File: src/rtl/ocp_pkg.sv
package ocp_pkg;

  typedef enum logic {
    EDGE_FALL = 1'b0,
    EDGE_RISE = 1'b1
  } edge_sel_e;

  // Edge test on two successive synchronized samples.
  function automatic logic edge_seen(input logic prev, input logic cur,
                                     input edge_sel_e sel);
    if (sel == EDGE_RISE) return cur & ~prev;
    else                  return prev & ~cur;
  endfunction

endpackage

File: src/rtl/ocp_sync.sv
module ocp_sync #(
  parameter int STAGES = 2
) (
  input  logic clk,
  input  logic rst,
  input  logic async_i,
  output logic sync_o
);

  logic [STAGES-1:0] chain;

  always_ff @(posedge clk) begin
    if (rst) chain <= '0;
    else     chain <= (chain << 1) | STAGES'(async_i);
  end

  assign sync_o = chain[STAGES-1];

endmodule

File: src/rtl/ocp_edge_det.sv
module ocp_edge_det
  import ocp_pkg::*;
#(
  parameter edge_sel_e EDGE   = EDGE_RISE,
  parameter int        SETTLE = 3
) (
  input  logic clk,
  input  logic rst,
  input  logic level_i,
  output logic pulse_o
);

  localparam int SW = $clog2(SETTLE + 1);

  logic          prev;
  logic [SW-1:0] settle_cnt;
  logic          armed;

  // Edges are masked until the synchronizer chain has filled with real samples.
  assign armed = (settle_cnt == SW'(SETTLE));

  always_ff @(posedge clk) begin
    if (rst) begin
      prev       <= 1'b0;
      settle_cnt <= '0;
    end else begin
      prev <= level_i;
      if (!armed) settle_cnt <= settle_cnt + 1'b1;
    end
  end

  assign pulse_o = armed & edge_seen(prev, level_i, EDGE);

endmodule

File: src/rtl/ocp_counter.sv
module ocp_counter #(
  parameter int W = 16
) (
  input  logic         clk,
  input  logic         rst,
  input  logic         en,
  output logic [W-1:0] count_o
);

  always_ff @(posedge clk) begin
    if (rst)     count_o <= '0;
    else if (en) count_o <= count_o + 1'b1;
  end

endmodule

File: src/rtl/osc_capture_timer.sv
module osc_capture_timer
  import ocp_pkg::*;
#(
  parameter int        CNT_W        = 16,
  parameter int        SYNC_STAGES  = 2,
  parameter edge_sel_e CAPTURE_EDGE = EDGE_RISE
) (
  input  logic             clk,
  input  logic             rst,
  input  logic             run_en,
  input  logic             cap_mode,
  input  logic             lf_clk,
  input  logic             wr_en,
  input  logic [CNT_W-1:0] wr_data,
  input  logic             flag_clr,
  output logic [CNT_W-1:0] count_q,
  output logic [CNT_W-1:0] capture_q,
  output logic             capture_flag
);

  localparam int SETTLE = SYNC_STAGES + 1;

  logic lf_sync;
  logic edge_hit;
  logic cap_fire;

  ocp_sync #(.STAGES(SYNC_STAGES)) u_sync (
    .clk     (clk),
    .rst     (rst),
    .async_i (lf_clk),
    .sync_o  (lf_sync)
  );

  ocp_edge_det #(.EDGE(CAPTURE_EDGE), .SETTLE(SETTLE)) u_edge (
    .clk     (clk),
    .rst     (rst),
    .level_i (lf_sync),
    .pulse_o (edge_hit)
  );

  ocp_counter #(.W(CNT_W)) u_cnt (
    .clk     (clk),
    .rst     (rst),
    .en      (run_en),
    .count_o (count_q)
  );

  assign cap_fire = edge_hit & run_en & cap_mode;

  // Whole-word load: capture beats a software write.
  always_ff @(posedge clk) begin
    if (rst)           capture_q <= '0;
    else if (cap_fire) capture_q <= count_q;
    else if (wr_en)    capture_q <= wr_data;
  end

  // Sticky flag: a capture beats a clear.
  always_ff @(posedge clk) begin
    if (rst)           capture_flag <= 1'b0;
    else if (cap_fire) capture_flag <= 1'b1;
    else if (flag_clr) capture_flag <= 1'b0;
  end

endmodule

File: config.mk
export PLATFORM = sky130hd
export DESIGN_NAME = osc_capture_timer
export DESIGN_NICKNAME = d
export VERILOG_FILES = /design/src/rtl/ocp_pkg.sv /design/src/rtl/ocp_sync.sv /design/src/rtl/ocp_edge_det.sv /design/src/rtl/ocp_counter.sv /design/src/rtl/osc_capture_timer.sv
export SDC_FILE = /design/constraint.sdc
export NUM_CORES = 1
export LEC_CHECK = 0
export ABC_AREA = 1
export ABC_CLOCK_PERIOD_IN_PS = 1390
export BUFFER_PORTS_ARGS = -buffer_cell sky130_fd_sc_hd__buf_2
export CAP_MARGIN = 10
export CELL_PAD_IN_SITES_DETAIL_PLACEMENT = 1
export CELL_PAD_IN_SITES_GLOBAL_PLACEMENT = 1
export CORE_MARGIN = 2
export CORE_UTILIZATION = 37
export CTS_BUF_LIST = sky130_fd_sc_hd__clkbuf_2
export DETAILED_ROUTE_END_ITERATION = 16
export PLACE_DENSITY_LB_ADDON = 0.1
export SYNTH_ARGS = -nofsm -noshare
export SYNTH_HDL_FRONTEND = slang
export SYNTH_SLANG_ARGS = --single-unit
File: constraint.sdc
create_clock -name clk -period 1.39 [get_ports clk]
set_input_delay 0.278 -clock clk [delete_from_list [all_inputs] [get_ports clk]]
set_output_delay 0.278 -clock clk [all_outputs]
set_load 0.02 [all_outputs]
Yosys cells after proc, flatten, opt, wreduce, memory -nomap -nowiden --
Cells that the tools add are included.
Word-level totals: logic and storage cells 21, bits of input ports 23, output and inout port bits 33, register bits 38
Cells by class: eq/ne operators 1, mux-type cells 4, add/sub/neg operators 2, reductions and logical operators 2, bitwise operators 6
Operators with widths (count):
- two-way mux 16 bit | 2
- adder 16 x 1 -> 16 bit (second input constant) | 1
- AND 1 bit | 4
- nonzero test 2 bit | 2
- adder 2 x 1 -> 2 bit (second input constant) | 1
- == test 2 bit (second input constant) | 1
- two-way mux 1 bit | 2
- OR 2 x 1 -> 2 bit | 1
- inverter 1 bit | 1

Logic depth before layout (Yosys ltp) --
Gate-level depths: netlist of run 1.
depth in word-level cells 6, depth in mapped cells 8, depth with buffers taken out 8

By module --
Synthesis of run 1 repeated with hierarchy kept, for this count alone.
Unflattened totals: cell total of the unflattened synthesis 298, area, all modules 2006.9 um^2
Modules (own cells, without submodules):
- osc_capture_timer | cells an instance 148, seq. area each 340.3 um^2, area an instance 970.9 um^2, instances 1
- ocp_counter | cells an instance 126, seq. area each 320.3 um^2, area an instance 847.1 um^2, instances 1
- ocp_edge_det | cells an instance 18, seq. area each 60.1 um^2, area an instance 133.9 um^2, instances 1
- ocp_sync | cells an instance 6, seq. area each 40.0 um^2, area an instance 55.1 um^2, instances 1

Worst setup path before layout of run 1 --
No wires, ideal clock.
path type flip-flop to flip-flop, start point register u_cnt.count_o[1], end point register u_cnt.count_o[10], arrival time 1179 ps, setup time 113 ps, required time 1277 ps, period minus slack after synthesis 1292 ps, cell stages (with the launch flop) 7, setup slack 98 ps, cells stage by stage dfxtp_1 -> ha_1 -> nand3_1 -> nor2_4 -> nand2_1 -> nor2_1 -> nor2_1
On the way: cells in the longest elaborated chain, start to end 1
Ends and longest elaborated chain:
- from (decl) | RTL line ocp_counter.sv:7 | output logic [W-1:0] count_o
- from (signal assigned) | RTL line ocp_counter.sv:12 | else if (en) count_o <= count_o + 1'b1;
- adder 16 x 1 -> 16 bit | RTL line ocp_counter.sv:12
No other way between the ends. A chain may end at the register's enable or synchronous reset.

Worst setup path in the final report of run 1 --
start point register u_edge.settle_cnt[1], end point register capture_q[12]
On the way: cells in the longest elaborated chain, start to end 5, elaborated cells between the ends (all ways) 6, classes of those cells 1 x eq/ne; 1 x mux; 3 x bitwise; 1 x reduce/logical
Ends and longest elaborated chain:
- from (decl) | RTL line ocp_edge_det.sv:16 | logic [SW-1:0] settle_cnt;
- from (signal assigned) | RTL line ocp_edge_det.sv:28 | if (!armed) settle_cnt <= settle_cnt + 1'b1;
- == test 2 bit * | RTL line ocp_edge_det.sv:20 | assign armed = (settle_cnt == SW'(SETTLE));
- AND 1 bit * | RTL line ocp_edge_det.sv:32 | assign pulse_o = armed & edge_seen(prev, level_i, EDGE);
- AND 1 bit * (2 in a row) | RTL line osc_capture_timer.sv:48 | assign cap_fire = edge_hit & run_en & cap_mode;
- two-way mux 16 bit or nonzero test 2 bit (tied branches)
- to (signal assigned) | RTL line osc_capture_timer.sv:53 | else if (cap_fire) capture_q <= count_q;
- to (signal assigned) | RTL line osc_capture_timer.sv:54 | else if (wr_en) capture_q <= wr_data;
- to (decl) | RTL line osc_capture_timer.sv:17 | output logic [CNT_W-1:0] capture_q,
Mark *: on every way between the ends. The rest lies on a longest branch, timed or not.

==> summary.md, run 1 <==
| Metric | Value |
|---|---|
| Pwr per Cell Area | 825.1 mW/mm^2 |
| Final wirelength | 5197 um |
| IO buf count | 55 |
| Sequential area share after synthesis | between 40% and 50% |
| Clock network fraction of design power | 23.4% |
| Post-DP Area | 0.002203 mm^2 |
| Bufs on Longest Clock Path | 2 |
| Fin nets | roughly 350 |
| Avg WL per Cell | between 10 and 15 um |
| Synthesized area per cell | between 7 and 8 um^2 |
| Die H | around 74 um |
| Crit end category | flop |
| Worst-path clk slew | approximately 200 ps |
| Final Max Tran Viols | 0 |
| Design area | 0.002399 mm^2 |
| Crit path arrival time | ~1700 ps |
| Peak supply drop | 0.4177 mV |
| First-pass GRT wire length | between 7000 and 8000 um |
| Routing usage on met1 | 24.11% |
| Detail Placement HPWL | 3707 um |
| Logic pwr share | 16.7% |
| Setup-failing EPs final | 0 |
| Final Power | 1.979 mW |
| Syn Nets | between 200 and 300 |
| CP Class | flop to flop |
| Sink Count | 38 |
| Relative slew margins | roughly four fifths |
| Worst Hold Path Cells | 3 |
| Worst slack at placement | 33.97 ps |
| Post-Syn Instances | 255 |
| DRT Pass-1 Iters | 4 |
| Crit-path max FO | 7 |
| Hold Vio Cnt, Final | 0 |
| Vias/cell | about 4.7 |
| CTS Hold Bufs | 0 |
| Remaining DRCs | 0 |
| Via count | 1843 |
| YS warnings | 0 |
| Status | finished, final reports clean |
| Root Driver | clkbuf_2 |
| Vias in the first global route | 1674 |
| Crit start category | flop |
| Met3 usage | between 4 and 5% |
| Initial antenna violation count | 0 |
| Remaining antenna violation count | 0 |
| Slowest Stage Delay on Critical Path | about 400 ps |
| Fmax | 728.3 MHz |
| Cell family with most CP delay | simple AND/OR/NAND/NOR gates |
| Netlist cell types | 21 |
| Reg2reg end | capture_q[12] |
| Clock Skew | 10.80 ps |
| Leakage | approximately 1.2 nW |
| GRT Overall Usage | a little under a fifth |
| Die width | roughly 74 um |
| Period utilisation layout | between 90% and 100% |
| Cell Int Power | 1.388 mW |
| Measured slew at the worst slew-check pin | 315.3 ps |
| Largest net degree at the start of global routing | 31 |
| Crit path cell chain | ha_4 -> nand2_4 -> nor2_4 -> nand3_4 -> buf_12 -> nand3_2 -> nand2_1 -> a21oi_2 |
| Syn-to-layout area delta | 33.03% |
| Hold Path Class | input port to flop |
| Cell area after synthesis | 0.001803 mm^2 |
| H-tree Lvls | 2 |
| Die ar. | 0.005447 mm^2 |
| R2r setup slk | ~17 ps |
| Core Area | about 0.0047 mm^2 |
| 1st-iter DRT viols | 66 |
| Clock latency on the worst-skew pair | 380 ps |
| Switching component of the power | just under 0.6 mW |
| Seq cells post-synth | 38 |
| Sequential power share | 59.9% |
| ANT cells | 0 |
| Starting Density | 38.17% |
| Hold Path Sink | u_sync.chain[0] |
| Worst r2r src | u_edge.settle_cnt[1] |
| Period minus WS final | 1373 ps |
| Core Rows | 25 |
| Share of cells above drive strength 1 | roughly two fifths |
| Switching share of power | slightly below 30% |
| Reg2reg path depth | 8 |
| RSZ-0062 raised after global routing | yes |
| Total CTS buffers | 5 |
| Slowest cell on crit path | dfxtp_2 |
| Max Cap Viol | 0 |
| I/O pin cnt | 56 |
| Grt total ovfl | 0 |
| Bufs and invs on worst path | 1 |
| Placer Congestion | around 0.77 |
| CP required | ~1700 ps |
| Worst Slack Setup Final | around 17 ps |
| Met2 Resource Use GR | between 30% and 40% |
| Hold Path Origin | lf_clk |
| CTS tree | built |
| GRT Max-Usage Layer | met2 |
cell type report:
type | instances | area [um^2]
Inverter | 26 | 98.84
Sequential cell | 38 | 774.5
Multi-Input combinational cell | 182 | 965.9
Tap cell | 67 | 83.83
Fill cell | 644 | 2325
Timing Repair Buffer | 70 | 446.7
Clock buffer | 5 | 25.02
Clock inverter | 1 | 3.754
cells in the mapped netlist, drive strengths merged:
master | number | share of area [%]
clkbuf | 3 | 0.62
nand4 | 2 | 0.69
inv | 26 | 5.4
dfxtp | 38 | 42
nand3 | 25 | 10
a21oi | 21 | 7.3
ha | 2 | 1.4
o21ai | 6 | 1.7
buf | 6 | 2.4
nand2 | 81 | 17
nor3 | 3 | 0.83
nor2 | 40 | 9.2
xor2 | 2 | 0.97
how the worst max path moves through the flow:
stage                             end  cells after the start                 start
global placement         capture_flag                      6  u_edge.settle_cnt[0]
floorplan           u_cnt.count_o[10]                      6      u_cnt.count_o[1]
global route            capture_q[12]                      8  u_edge.settle_cnt[1]
CTS                     capture_q[11]                      8  u_edge.settle_cnt[1]
finish                  capture_q[12]                      8  u_edge.settle_cnt[1]
detailed placement      capture_q[15]                      7  u_edge.settle_cnt[0]
worst reg2reg max path, cell delays in order (launching register included):
cell and delay (ps):
dfxtp_2 400, ha_4 150, nand2_4 50, nor2_4 120, nand3_4 160, buf_12 190, nand3_2 50, nand2_1 70
a21oi_2 120
cells in the final DEF (no fill, tap or decap), drive strengths merged:
cell type and count:
inv 25, nand3 25, clkinv 2, dfxtp 38, a21oi 21, nand4 2
xor2 2, o21ai 6, clkbuf 6, buf 69, nand2 81, nor3 3
nor2 40, ha 2
state kept, by name, indices dropped and copies added, names as in the netlist:
name	count
capture_flag	1
capture_q	16
u_cnt.count_o	16
u_edge.prev	1
u_edge.settle_cnt	2
u_sync.chain	2
metrics by stage:
step / setup TNS (ps) / hold slack, ps / util [%] / std cells
2_1_floorplan: 0 / 385.0 / - / 255
3_3_place_gp: 0 / 390.8 / 46.65 / 379
6_report: 0 / 66.84 / 50.78 / 389
4_1_cts: 0 / 57.79 / 47.31 / 385
5_1_grt: -233.2 / 52.24 / 50.78 / 389
3_5_place_dp: 0 / 420.6 / 46.65 / 379
cell families (layout without fill, tap and decap cells):
kind of cell	after synthesis	in the layout	share of synthesized area, %
fa+ha+maj	2	2	1.388
buf+inv	35	102	8.397
xor+xnor	2	2	0.9717
compound gates	27	27	8.952
flops	38	38	42.19
simple gates	151	151	38.10
timing repair:
action                                  CTS  global route
endpoints found under the setup margin    3            29
resized for setup                         2            38
pin swaps                                 0             7
buffers inserted                          0             3
cloned                                    0             1
routing by layer:
layer / share of wire (%) / routed length, um
met5: 0 / 0
met4: 1.5 / 76
met3: 4.0 / 209
met2: 48 / 2493
met1: 47 / 2418
power groups by stage:
stage          Combinational [mW]  Clock (mW)  Sequential (mW)
2_1_floorplan               0.153           0             1.23
4_1_cts                     0.305       0.474             1.18
5_1_grt                     0.376       0.519             1.19
3_5_place_dp                0.303           0             1.20
6_report                    0.331       0.463             1.19
3_3_place_gp                0.296           0             1.19
(Power assumes the default switching activity.)
==> run 2: changes to the inputs <==
- ABC_CLOCK_PERIOD_IN_PS: 1390 -> 1200
- CORE_UTILIZATION: 37 -> 34
- SYNTH_HIERARCHICAL: unset -> 1
- clock period: 1.39 -> 1.2 ns (I/O delays scaled with it)
==> run 2 against run 1 <==
The run now ends with setup timing left. Worst hold slack got worse by 33 ps. Non-clock buffer count rose by 37. Die area rose by 20%. Clock skew rose by 19 ps. Synthesized area rose by 11%. Setup slack got worse by 200 ps. Sequential share of layout area fell by 5.1 points. Synthesized cell count rose by 17%. Via count rose by 25%. Global-route usage rose by 2.5 points. Utilization rose by 3.5 points. Critical endpoint is now capture_q[10].
==> summary.md, run 2 <==
| Metric | Value |
|---|---|
| DRT Pass-1 Iters | 4 (unchanged) |
| Die width | 80.83 um (+9.5%) |
| Cell area after synthesis | 0.002007 mm^2 (+11%) |
| ANT cells | 0 (unchanged) |
| Syn Nets | 323 (+15%) |
| Period utilisation layout | 114.9% (+16 points) |
| Status | finished, violations left |
| Final Power | 2.374 mW (+20%) |
| Core Rows | 27 (+8.0%) |
| Placer Congestion | 0.7616 (-1.5%) |
| Initial antenna violation count | 0 (unchanged) |
| Die H | 80.83 um (+9.5%) |
| RSZ-0062 raised after global routing | yes |
| CP required | 1530 ps (-180 ps) |
| Starting Density | 35.79% (-2.4 points) |
| Largest net degree at the start of global routing | 34 (+9.7%) |
| Worst Hold Path Cells | 3 (unchanged) |
| Die ar. | 0.006533 mm^2 (+20%) |
| Worst setup path startpoint | u_edge/settle_cnt[1] |
| I/O pin cnt | 56 (unchanged) |
| Async S/R FF share, synth | 0% (unchanged) |
| Sequential area share after synthesis | 37.91% (-4.3 points) |
| Avg WL per Cell | 14.77 um (+11%) |
| Reg2reg end | capture_q[10] |
| Worst-path clk slew | 190 ps (about the same) |
| Fillers | 771 (+20%) |
| YS warnings | 6 (+6) |
| Bufs on Longest Clock Path | 2 (unchanged) |
| Crit start category | flop |
| Relative slew margins | 71.92% (-7.0 points) |
| Reg2reg path depth | 8 (unchanged) |
| Fmax | 725.1 MHz (-0.43%) |
| Detail Placement HPWL | 4508 um (+22%) |
| Post-synth EDFFs | 0 (unchanged) |
| Synthesized area per cell | 6.735 um^2 (-4.8%) |
| Synth cell count leaders | nand2_1, inv_1, dfxtp_1, nor2_1, a21oi_1 |
| Crit path arrival time | 1710 ps (about the same) |
| Clock Skew | 29.63 ps (+18.83 ps) |
| Crit-path max FO | 33 (+26) |
| Final std cells w/o fill | 469 (+21%) |
| CP Class | flop to flop |
| Syn-to-layout area delta | 51.75% |
| H-tree Lvls | 2 (unchanged) |
| Commonest non-fill, non-tap cell in the layout | nand2_1 |
| Pwr per Cell Area | 779.7 mW/mm^2 (-5.5%) |
| Post-synth top area cell | dfxtp_1 |
| Setup crit end | capture_q[10] |
| Remaining DRCs | 0 (unchanged) |
| Post-Syn Instances | 298 (+17%) |
| First-pass GRT wire length | 10760 um (+37%) |
| Fin nets | 421 (+21%) |
| Most frequent cell after synthesis | nand2_1 |
| Max Cap Viol | 0 (unchanged) |
| Main synth FF type | dfxtp_1 |
| Violated checks | setup timing |
| 1st-iter DRT viols | 61 (-7.6%) |
| IO buf count | 55 (unchanged) |
| CTS tree | built |
| GRT Overall Usage | 21.31% (+2.5 points) |
| Final Max Tran Viols | 0 (unchanged) |
| Worst Slack Setup Final | -179.1 ps (-195.9 ps) |
| Leading cell types in the layout, fill and taps excluded | nand2_1, buf_4, inv_1 |
| Synth area leaders | dfxtp_1, nand2_1, inv_1 |
| Dpl cells | 438 (+16%) |
| Worst slack at placement | -205.3 ps (-239.2 ps) |
| Setup TNS | -2953 ps (-2953 ps) |
| Vias in the first global route | 2320 (+39%) |
| Seq cells post-synth | 38 (unchanged) |
| Crit end category | flop |
| Final wirelength | 6927 um (+33%) |
| Sink Count | 38 (unchanged) |
| Peak supply drop | 0.4807 mV (+15%) |
| Via count | 2297 (+25%) |
| Hold Path Class | input port to flop |
| Core Area | 0.005608 mm^2 (+19%) |
| Period minus WS final | 1379 ps (+5.940 ps) |
| Share of cells above drive strength 1 | 45.59% (+6.2 points) |
| Hold Path Origin | lf_clk |
| Hold Vio Cnt, Final | 0 (unchanged) |
| Grt total ovfl | 0 (unchanged) |
| Remaining antenna violation count | 0 (unchanged) |
| Biggest regs | capture_q (16), u_cnt/count_o (16) |
| Leakage | 1.428 nW (+17%) |
| R2r setup slk | -180 ps (-200 ps) |
| Vias/cell | 4.898 (+3.4%) |
| Post-synth top area share | 37.91% (-4.3 points) |
| Measured slew at the worst slew-check pin | 418.0 ps (+102.6 ps) |
| Total CTS buffers | 5 (unchanged) |
| Netlist cell types | 24 (+14%) |
| Fin Hold WS | 33.96 ps (-32.87 ps) |
| Worst r2r src | u_edge/settle_cnt[1] |
| Root Driver | clkbuf_2 |
| Setup-failing EPs final | 28 (+28) |
| Clock latency on the worst-skew pair | 410 ps (+30 ps) |
run 2: cell types whose count changed after synthesis, moves of 3 or more:
cell / before / now
nor2_1: 36 / 28
a21oi_1: 14 / 25
nand4_1: 2 / 18
a21oi_2: 7 / 0
inv_1: 23 / 39
clkbuf_1: 3 / 0
nand3_1: 14 / 24
nand2_2: 1 / 7
nand3_2: 10 / 1
buf_4: 0 / 7
nor2_4: 1 / 4
run 2: final cells by class:
class	instances	area, um^2	share of cell area [%]
Tap cell	72	90.09	2.958
Sequential cell	38	829.5	27.24
Clock inverter	3	11.26	0.3698
Multi-Input combinational cell	202	1097	36.03
Inverter	42	157.7	5.177
Timing Repair Buffer	107	834.6	27.40
Clock buffer	5	25.02	0.8217
run 2: power breakdown:
group	internal (mW)	switching (mW)	leakage [nW]
logic	0.207	0.250	1.07
registers	1.31	0.0421	0.328
clock network	0.125	0.444	0.0255
total	1.64	0.736	1.43
run 2: per-layer routing:
| metal | GRT usage [%] | vias up | part of all wire (%) |
|---|---|---|---|
| met4 | 9.322 | 0 | 2.8 |
| met1 | 25.94 | 1086 | 44 |
| met5 | 0 | - | 0 |
| met2 | 36.69 | 52 | 50 |
| li1 | - | 1142 | - |
| met3 | 3.778 | 17 | 3.3 |
run 2: repair_timing:
item | 4_1_cts | 5_1_grt
setup buffers | 21 | 4
gates cloned | 0 | 0
pin swaps | 2 | 21
resized for setup | 55 | 54
setup endpoints to repair | 41 | 61
hold buffers | 0 | 0
run 2: worst min-delay path by stage:
stage / to / slack (ps)
after floorplan: u_sync/chain[0] / 310
after global placement: u_sync/chain[1] / 410
after detailed placement: u_sync/chain[1] / 400
after CTS: u_sync/chain[0] / 10
after global routing: u_sync/chain[0] / 10
final: u_sync/chain[0] / 30
run 2: logic make-up after synthesis:
family                   share of synthesized area [%]
flip-flops                                       37.91
buffers and inverters                            13.28
adder cells (fa/ha/maj)                          1.247
AO/OA/AOI/OAI                                    8.105
AND/OR/NAND/NOR                                  39.46
run 2: critical path, cell delays in order (launching register included):
cell and delay (ps):
dfxtp_2 400, ha_4 140, inv_2 40, nor3_4 190
nand3_4 100, buf_12 180, nand2_1 90, nand2_1 60
a21oi_1 110
run 2: stage by stage:
| step | utilization [%] | instance area [um^2] |
|---|---|---|
| 4_1_cts | 51.12 | 2867 |
| 6_report | 54.31 | 3045 |
| 5_1_grt | 54.31 | 3045 |
| 3_3_place_gp | 45.02 | 2525 |
| 2_1_floorplan | - | 2044 |
| 3_5_place_dp | 45.02 | 2525 |
==> run 3: changes to the inputs <==
- CTS_CLUSTER_DIAMETER: unset -> 40
- GPL_TIMING_DRIVEN: unset -> 0
==> run 3 against run 2 <==
The run still ends with setup timing left. Fmax is 3.6% lower. Global-route usage shrank 1.4 points. Clock skew decreased by 16 ps. Worst hold slack better by 3.4 ps. Utilization grew 1.0 points. Routed wire length decreased by 3.4%. First-iteration DRC count down 21%. Sequential power about the same. Sequential share of layout area fell by 0.27 points. Largest cell class unchanged. Highest routed layer unchanged.
==> summary.md, run 3 (same netlist as run 2, synthesis figures left out) <==
| Metric | Value |
|---|---|
| 1st-iter DRT viols | 48 (-21%) |
| Vias in the first global route | 2228 (-4.0%) |
| Grt total ovfl | 0 (unchanged) |
| Sink Count | 38 (unchanged) |
| Measured slew at the worst slew-check pin | 497.8 ps (+79.78 ps) |
| H-tree Lvls | 2 (unchanged) |
| IO buf count | 52 (-5.5%) |
| Root Driver | clkbuf_2 |
| DRT Pass-1 Iters | 4 (unchanged) |
| Crit end category | flop |
| CP required | 1540 ps (about the same) |
| Remaining DRCs | 0 (unchanged) |
| Pwr per Cell Area | 775.7 mW/mm^2 (-0.51%) |
| Starting Density | 35.79% (unchanged) |
| Setup TNS | -3481 ps (-527.4 ps) |
| Crit-path max FO | 10 (-70%) |
| Die ar. | 0.006533 mm^2 (unchanged) |
| Die H | 80.83 um (unchanged) |
| Core Rows | 27 (unchanged) |
| CP Class | flop to flop |
| Final wirelength | 6689 um (-3.4%) |
| Period minus WS final | 1431 ps (+52.22 ps) |
| Worst-path clk slew | 200 ps (about the same) |
| Vias/cell | 4.920 (+0.46%) |
| I/O pin cnt | 56 (unchanged) |
| Leading cell types in the layout, fill and taps excluded | nand2_1, inv_1, buf_4 |
| Fmax | 698.7 MHz (-3.6%) |
| Total CTS buffers | 5 (unchanged) |
| First-pass GRT wire length | 10140 um (-5.8%) |
| Bufs on Longest Clock Path | 2 (unchanged) |
| Worst Slack Setup Final | -231.3 ps (-52.22 ps) |
| Initial antenna violation count | 0 (unchanged) |
| Fin nets | 415 (-1.4%) |
| RSZ-0062 raised after global routing | yes |
| Core Area | 0.005608 mm^2 (unchanged) |
| Crit start category | flop |
| Leakage | 1.391 nW (-2.6%) |
| Period utilisation layout | 119.3% (+4.4 points) |
| Peak supply drop | 0.3409 mV (-29%) |
| ANT cells | 0 (unchanged) |
| Largest net degree at the start of global routing | 12 (-65%) |
| CTS tree | built |
| Clock Skew | 13.18 ps (-16.45 ps) |
| Hold Path Class | input port to flop |
| Clock latency on the worst-skew pair | 390 ps (-20 ps) |
| Remaining antenna violation count | 0 (unchanged) |
| Via count | 2278 (-0.83%) |
| Final Max Tran Viols | 0 (unchanged) |
| Fillers | 737 (-4.4%) |
| Share of cells above drive strength 1 | 48.85% (+3.3 points) |
| Violated checks | setup timing |
| Commonest non-fill, non-tap cell in the layout | nand2_1 |
| Hold Vio Cnt, Final | 0 (unchanged) |
| Biggest regs | capture_q (16), u_cnt/count_o (16) |
| Relative slew margins | 66.82% (-5.1 points) |
| Crit path arrival time | 1770 ps (+60 ps) |
| GRT Overall Usage | 19.93% (-1.4 points) |
| Detail Placement HPWL | 4390 um (-2.6%) |
| Placer Congestion | 0.7958 (+4.5%) |
| Die width | 80.83 um (unchanged) |
| Util after Layout | 55.35% (+1.0 points) |
| Setup-failing EPs final | 19 (-32%) |
| Syn-to-layout area delta | 54.68% |
| Avg WL per Cell | 14.45 um (-2.2%) |
| Max Cap Viol | 0 (unchanged) |
| Status | finished, violations left |
-- run 3: cell types whose count changed in the layout (fill, tap and decap cells not counted), moves of 3 or more --
cell | previous run | this run
nand2_1 | 75 | 65
buf_4 | 51 | 38
dfxtp_2 | 25 | 22
buf_6 | 25 | 37
nand2_2 | 6 | 17
buf_2 | 30 | 24
nor2_2 | 0 | 3
dfxtp_4 | 10 | 13
-- run 3: final timing paths --
path	startpoint	end	slack, ps	cells past startpoint
hold / removal	lf_clk	u_sync/chain[0]	40	3
setup / recovery	u_edge/settle_cnt[1]	capture_q[7]	-230	9
hold reg to reg	u_sync/chain[0]	u_sync/chain[1]	430	2
setup reg to reg	u_edge/settle_cnt[1]	capture_q[7]	-230	9
-- run 3: per-layer routing --
| metal | wire, um | GRT usage, % | share of wire [%] | vias up |
|---|---|---|---|---|
| li1 | - | - | - | 1131 |
| met4 | 94 | 5.593 | 1.4 | 0 |
| met2 | 3394 | 34.88 | 51 | 53 |
| met1 | 2942 | 24.90 | 44 | 1084 |
| met5 | 0 | 0 | 0 | - |
| met3 | 258 | 3.778 | 3.9 | 10 |
-- run 3: final cells by class --
cell class              instances  area, um^2  share of cell area, %
clock inverters                 2       8.758                 0.2821
clock buffers                   6       30.03                 0.9674
well taps                      72       90.09                  2.902
flip-flops and latches         38       837.1                  26.96
repair buffers                 85       726.9                  23.42
multi-input cells             202        1132                  36.48
plain buffers                  16       118.9                  3.829
inverters                      42       160.2                  5.159
-- run 3: stage by stage --
step | hold WS (ps) | cells | instance area (um^2) | setup WS, ps | total power [mW]
after floorplan | 311.2 | 298 | 2044 | -67.76 | 1.615
after global placement | 401.1 | 422 | 2395 | -237.0 | 1.727
after detailed placement | 405.9 | 422 | 2395 | -289.4 | 1.745
after CTS | 13.94 | 455 | 2785 | -249.1 | 2.366
after global routing | 8.290 | 463 | 3104 | -351.8 | 2.544
final | 37.40 | 463 | 3104 | -231.3 | 2.408
-- run 3: repair_timing --
item | CTS | global route
pin swaps | 5 | 16
buffers inserted | 24 | 8
endpoints found under the setup margin | 52 | 60
hold buffers | 0 | 0
gates cloned | 1 | 0
resized for setup | 57 | 88
-- run 3: report_power, final --
group          internal (mW)  total (mW)  leakage, nW  switching, mW
clock network          0.143       0.583       0.0304          0.440
logic                  0.224       0.473         1.03          0.249
registers               1.30        1.35        0.329         0.0480
total                   1.67        2.41         1.39          0.737
-- run 3: critical path: stages (launching register included) --
cell	delay, ps
dfxtp_2	400
ha_4	160
inv_4	40
nor3_4	120
buf_6	140
nand3_4	110
buf_6	180
nand2_1	60
nand2_1	50
a21oi_1	120
